## src/rtl/dual_bus_sram_pkg.sv

```systemverilog
`timescale 1ns/1ps
package dual_bus_sram_pkg;

  typedef enum logic [1:0] {
    SRC_NONE = 2'd0,
    SRC_PROC = 2'd1,
    SRC_SYS  = 2'd2
  } wsrc_e;

  // Write-data source: processor wins when both inputs are enabled.
  function automatic wsrc_e pick_wsrc(input logic pie_n, input logic sie_n);
    if (!pie_n)      return SRC_PROC;
    else if (!sie_n) return SRC_SYS;
    else             return SRC_NONE;
  endfunction

  // A port shows its peer's captured word when the peer input is enabled.
  function automatic logic show_peer(input logic peer_in_en_n);
    return !peer_in_en_n;
  endfunction

endpackage

```

## src/rtl/bus_capture.sv

```systemverilog
`timescale 1ns/1ps
module bus_capture #(
  parameter int ADDR_W = 8,
  parameter int WORD_W = 9
) (
  input  logic              clk,
  input  logic              rst_n,
  input  logic [ADDR_W-1:0] addr,
  input  logic              pie_n,
  input  logic              sie_n,
  input  logic [WORD_W-1:0] p_din,
  input  logic [WORD_W-1:0] s_din,
  output logic [ADDR_W-1:0] addr_q,
  output logic              pie_q_n,
  output logic              sie_q_n,
  output logic [WORD_W-1:0] p_reg,
  output logic [WORD_W-1:0] s_reg
);

  always_ff @(negedge clk or negedge rst_n) begin
    if (!rst_n) addr_q <= '0;
    else        addr_q <= addr;
  end

  always_ff @(posedge clk or negedge rst_n) begin
    if (!rst_n) begin
      pie_q_n <= 1'b1;
      sie_q_n <= 1'b1;
      p_reg   <= '0;
      s_reg   <= '0;
    end else begin
      pie_q_n <= pie_n;
      sie_q_n <= sie_n;
      p_reg   <= p_din;
      s_reg   <= s_din;
    end
  end

endmodule

```

## src/rtl/sram_core.sv

```systemverilog
`timescale 1ns/1ps
module sram_core #(
  parameter int DEPTH  = 256,
  parameter int WORD_W = 9,
  parameter int ADDR_W = $clog2(DEPTH)
) (
  input  logic              clk,
  input  logic              we,
  input  logic [ADDR_W-1:0] waddr,
  input  logic [WORD_W-1:0] wdata,
  input  logic [ADDR_W-1:0] raddr,
  output logic [WORD_W-1:0] rdata
);

  logic [WORD_W-1:0] mem [DEPTH];

  always_ff @(posedge clk) begin
    if (we) mem[waddr] <= wdata;
  end

  assign rdata = mem[raddr];

endmodule

```

## src/rtl/out_latch.sv

```systemverilog
`timescale 1ns/1ps
module out_latch #(
  parameter int WORD_W = 9
) (
  input  logic              clk,
  input  logic              rst_n,
  input  logic [WORD_W-1:0] d,
  output logic [WORD_W-1:0] q
);

  logic [WORD_W-1:0] held;

  // Value frozen at the falling edge covers the whole low phase.
  always_ff @(negedge clk or negedge rst_n) begin
    if (!rst_n) held <= '0;
    else        held <= d;
  end

  assign q = clk ? d : held;

endmodule

```

## src/rtl/dual_bus_sram.sv

```systemverilog
`timescale 1ns/1ps
module dual_bus_sram
  import dual_bus_sram_pkg::*;
#(
  parameter int DEPTH       = 256,
  parameter int DATA_W      = 8,
  parameter bit SEPARATE_IO = 1'b0,
  parameter int ADDR_W      = $clog2(DEPTH)
) (
  input  logic              clk,
  input  logic              rst_n,
  input  logic [ADDR_W-1:0] addr,
  input  logic              wr_n,
  input  logic              p_in_en_n,
  input  logic              s_in_en_n,
  input  logic              p_out_en_n,
  input  logic              s_out_en_n,
  input  logic [DATA_W:0]   p_din,
  input  logic [DATA_W:0]   s_din,
  output logic [DATA_W:0]   p_dout,
  output logic              p_doe,
  output logic [DATA_W:0]   s_dout,
  output logic              s_doe
);

  localparam int WORD_W = DATA_W + 1;

  logic              sie_eff_n;
  logic              p_drive;
  logic [ADDR_W-1:0] addr_q;
  logic              pie_q_n, sie_q_n;
  logic [WORD_W-1:0] p_reg, s_reg;
  logic [WORD_W-1:0] rdata, wdata;
  logic [WORD_W-1:0] p_lat_d, s_lat_d, p_lat, s_lat;
  wsrc_e             wsrc_now;
  logic              wr_fire;

  generate
    if (SEPARATE_IO) begin : g_sep
      assign sie_eff_n = 1'b1;
      assign p_drive   = 1'b0;
    end else begin : g_dual
      assign sie_eff_n = s_in_en_n;
      assign p_drive   = !p_out_en_n;
    end
  endgenerate

  bus_capture #(.ADDR_W(ADDR_W), .WORD_W(WORD_W)) cap_i (
    .clk(clk), .rst_n(rst_n), .addr(addr),
    .pie_n(p_in_en_n), .sie_n(sie_eff_n),
    .p_din(p_din), .s_din(s_din),
    .addr_q(addr_q), .pie_q_n(pie_q_n), .sie_q_n(sie_q_n),
    .p_reg(p_reg), .s_reg(s_reg)
  );

  // Write fires on the rising edge that samples the controls and data.
  assign wsrc_now = pick_wsrc(p_in_en_n, sie_eff_n);
  assign wr_fire  = !wr_n && (wsrc_now != SRC_NONE);
  assign wdata    = (wsrc_now == SRC_PROC) ? p_din : s_din;

  sram_core #(.DEPTH(DEPTH), .WORD_W(WORD_W), .ADDR_W(ADDR_W)) core_i (
    .clk(clk), .we(wr_fire), .waddr(addr_q), .wdata(wdata),
    .raddr(addr_q), .rdata(rdata)
  );

  assign p_lat_d = show_peer(sie_q_n) ? s_reg : rdata;
  assign s_lat_d = show_peer(pie_q_n) ? p_reg : rdata;

  out_latch #(.WORD_W(WORD_W)) p_lat_i (.clk(clk), .rst_n(rst_n), .d(p_lat_d), .q(p_lat));
  out_latch #(.WORD_W(WORD_W)) s_lat_i (.clk(clk), .rst_n(rst_n), .d(s_lat_d), .q(s_lat));

  assign p_doe  = p_drive;
  assign s_doe  = !s_out_en_n;
  assign p_dout = p_doe ? p_lat : '0;
  assign s_dout = s_doe ? s_lat : '0;

endmodule

```

## config.mk

```make
export PLATFORM = sky130hd
export DESIGN_NAME = dual_bus_sram
export DESIGN_NICKNAME = d
export VERILOG_FILES = /design/src/rtl/dual_bus_sram_pkg.sv /design/src/rtl/bus_capture.sv /design/src/rtl/sram_core.sv /design/src/rtl/out_latch.sv /design/src/rtl/dual_bus_sram.sv
export SDC_FILE = /design/constraint.sdc
export NUM_CORES = 2
export LEC_CHECK = 0
export CAP_MARGIN = 40
export CORE_ASPECT_RATIO = 0.7
export CORE_MARGIN = 4
export CORE_UTILIZATION = 40
export DETAILED_ROUTE_END_ITERATION = 12
export DONT_BUFFER_PORTS = 1
export SETUP_SLACK_MARGIN = 0.02
export SLEW_MARGIN = 20
export SYNTH_ARGS = -nofsm -noshare
export SYNTH_HDL_FRONTEND = slang
export SYNTH_SLANG_ARGS = --single-unit
```

## constraint.sdc

```tcl
create_clock -name clk -period 7 [get_ports clk]
set_input_delay 1.4 -clock clk [delete_from_list [all_inputs] [get_ports clk]]
set_output_delay 1.4 -clock clk [all_outputs]
set_load 0.03 [all_outputs]
```

# Word level (Yosys, flattened, before mapping)
# Memories as Yosys holds them, arrays and structs flattened.
# Cells that the tools add are included.
dict set report op_classes {
  n_reduce_logical 5
  n_eq_ne 1
  mux 11
}
# cell count
set ops {}
lappend ops {{$mux W9} 7}
lappend ops {{$mux W2} 2}
lappend ops {{$logic_not A1 Y1} 3}
lappend ops {{$eq A2 B1 Y1 const B} 1}
lappend ops {{$mux W1} 2}
lappend ops {{$reduce_bool A2 Y1} 1}
lappend ops {{$logic_and A1 B1 Y1} 1}
dict set report totals {
  out_inout_bits 20
  register_bits 46
  memories 1
  inputBits 33
  mem_bits_rw 2304
}
# memory words word_bits read_ports rd_clocked_by_memory_dff write_ports line
set memory_table {}
lappend memory_table {core_i.mem 256 9 1 0 1 sram_core.sv:15} ;# logic [WORD_W-1:0] mem [DEPTH];

# Longest topological paths before layout
dict set report logic_depth {
  depth_word 6
  ltp_mapped 10
}

# Cells and area by module
# Synthesis repeated with hierarchy kept, for this count alone.
dict set report hier_totals {
  hier_cells 4345
  hier_area_um2 91108.6
}
# mod cells_per_inst area_each_um2 n_inst
set by_module_without_submodules {}
lappend by_module_without_submodules {sram_core 4228 89098.0 1}
lappend by_module_without_submodules {out_latch 19 371.6 2}
lappend by_module_without_submodules {bus_capture 28 703.2 1}
lappend by_module_without_submodules {dual_bus_sram 51 564.3 1}

==> impl_metrics.ini <==
[outcome]
status = finished with violations
violations = DRC, setup timing

[floorplanning]
dieHeight_um = 404
core_sq_mm = 0.223
start_util_pct = 40.2
die_x_um = 574
num_rows = 145
fp.dieArea_sq_mm = 0.232
io_pins = 53

[routing]
vias = 46000
drt-initial-drc-count = 6247
via_per_inst = 5.79
drt_first_pass_iters = 13
postRouteAntennaNets = 0
wl_mm = 237
drc = 1
post_drt_wl_per_cell_um = 29.8

[finish]
multi_input_area_sq_mm = 0.0195
largest_register = core_i.mem
drive_above_1_share_pct = 37.7
largest_register_ffs = 2304
seq_area_sq_mm = 0.0703
nets = 4859
fill_cells = 17900
final_cells = 7940
syn_to_final_growth_pct = 21.0

[power_and_ir_drop]
ir_drop_mv = 0.265
powerDensity_mw_per_mm2 = 275
leakagePower_nw = 34.9
power_mw = 29.9

[sta]
hold_violations = 0
skew_ns = 0.0454
tightest_slew_ns = 1.28
worst_slack_ns = -2.42
finalSetupViolCount = 34
slew_viol_final = 0
rsz0062_at_grt = yes
max_slew_margin_pct = 14.5

[global_routing]
globalRouteTotalUtil_pct = 20.3
globalRouteOverflowTotal = 0
grt_max_degree = 194
grt_pass1_vias = 45900
grt_pass1_wl_mm = 338
antenna_found_initial = 17

[setup_path]
cp-end-kind = output pin
critical_path_class = register to output pin
critPathArrivalTime_ns = 8.02
critPathRequiredTime_ns = 5.60
r2r_slack_ns = 0.16
start_kind = register
cp_max_fo = 9

[place]
portBuffers = 0
gp_congestion = 0.857
dp_cells = 7422
place_hpwl_mm = 143

[clocking]
cts_tree = done
clkLatencyLatePin_ns = 0.97
cts.clk_slew.worst_paths_ns = 0.07

[run]
cap_violations = 0

[yosys]
synthCells = 4063
syn_area_sq_mm = 0.0898
synth_seq_cells = 2350
syn_area_per_cell_sq_um = 22.1
synth_nets = 4096
synth_cell_types = 34
yosys_warnings = 0
synth_edf_count = 2304
ys_seq_area_share_pct = 78.3
synth_flop_cell = edfxtp_1
async_flop_share_pct = 1.96

[hold_path]
hp-class = primary input to asynchronous set/reset pin
-- worst paths after layout --
| path | start | endpoint | cells after the start |
|---|---|---|---|
| hold / removal | rst_n | cap_i.s_reg[3] | 0 |
| min in group clk | p_in_en_n | cap_i.pie_q_n | 0 |
| setup reg to reg | cap_i.addr_q[0] | core_i.mem[101][4] | 11 |
| hold reg to reg | cap_i.addr_q[7] | s_lat_i.held[7] | 5 |
| setup / recovery | cap_i.addr_q[0] | p_dout[8] | 14 |
| max in group asynchronous | rst_n | cap_i.addr_q[5] | 0 |
-- per-stage QoR --
step	cell area, sq um	setup TNS [ns]	hold WS, ns	utilization [%]	setup WS (ns)
detailed placement	98500	-29.03	1.09	44.1	-1.81
floorplan	90200	-7.54	0.803	-	-0.429
finish	109000	-41.75	0.135	48.7	-2.42
CTS	108000	-41.15	0.0735	48.3	-2.37
global placement	98400	-27.79	1.07	44.1	-1.77
global route	109000	-43.36	0.0793	48.7	-2.50
-- Yosys cell counts, drive strengths merged, types with 18 or more instances --
cell	number	area, sq um
edfxtp	2304	69200
nor2b	22	138
a21o	28	210
dfrtp	18	450
dfrtn	26	651
clkbuf	154	578
a22oi	288	2160
mux4	576	13000
nor2	264	991
buf	102	682
nand2	34	128
a21oi	147	736
o41ai	34	328
-- logic make-up after synthesis --
logic type | share of synthesized area, %
muxes | 14.6
AOI/OAI and AO/OA | 4.08
DFF | 78.3
buffers and inverters | 1.43
and+or+nand+nor | 1.56
-- final cells by class --
| class | count | area share [%] |
|---|---|---|
| Timing Repair Buffer | 773 | 6.98 |
| Antenna cell | 5 | 0.0115 |
| Sequential cell | 2350 | 64.8 |
| Clock inverter | 113 | 0.941 |
| Multi-Input combinational cell | 1451 | 17.9 |
| Inverter | 6 | 0.0207 |
| Clock buffer | 302 | 5.96 |
| Tap cell | 2940 | 3.39 |
-- where the power goes --
part | internal [mW] | total, mW | switching [mW]
Clock | 7.08 | 12.5 | 5.42
Sequential | 15.6 | 15.6 | 0.0171
Combinational | 0.713 | 1.80 | 1.09
-- critical path: stages, from the launching register on --
cell     delay (ns)
dfrtn_1        0.44
buf_6          0.15
buf_12         0.12
buf_4          0.11
buf_12         0.14
buf_16         0.15
buf_12         0.15
mux4_2         0.51
a22oi_1        0.27
a21oi_1        0.17
o41ai_2        0.33
buf_4          0.19
nand4_1        0.32
buf_6          0.27
a21bo_4        0.26
-- routing by layer --
metal  part of all wire, %  wire length (um)  global-route usage (%)  vias up
met3                    12             28100                    6.79      393
met4                   2.4              5750                    5.87        4
met5                 0.013                30                       0        -
li1                      -                 -                       -    18800
met2                    43            102000                    28.0     2389
met1                    43            101000                    30.6    24400
-- what timing repair did --
action	in CTS	in global routing
gates cloned	8	3
hold buffers	0	0
setup endpoints to repair	65	59
gates resized for setup	211	61
pin swaps	54	54
buffers inserted	54	27
-- cells in the final DEF (no fill, tap or decap), types with 26 or more instances in the layout --
cell type / n
a21oi_1: 86
a21oi_2: 53
a22oi_1: 212
a22oi_2: 76
buf_12: 85
buf_4: 620
buf_6: 32
clkbuf_1: 49
clkbuf_16: 252
clkinv_1: 58
clkinv_2: 28
dfrtn_1: 26
edfxtp_1: 2304
mux4_2: 576
nor2_1: 263
o41ai_2: 28
No activity file was read; power rests on OpenSTA's default activity.
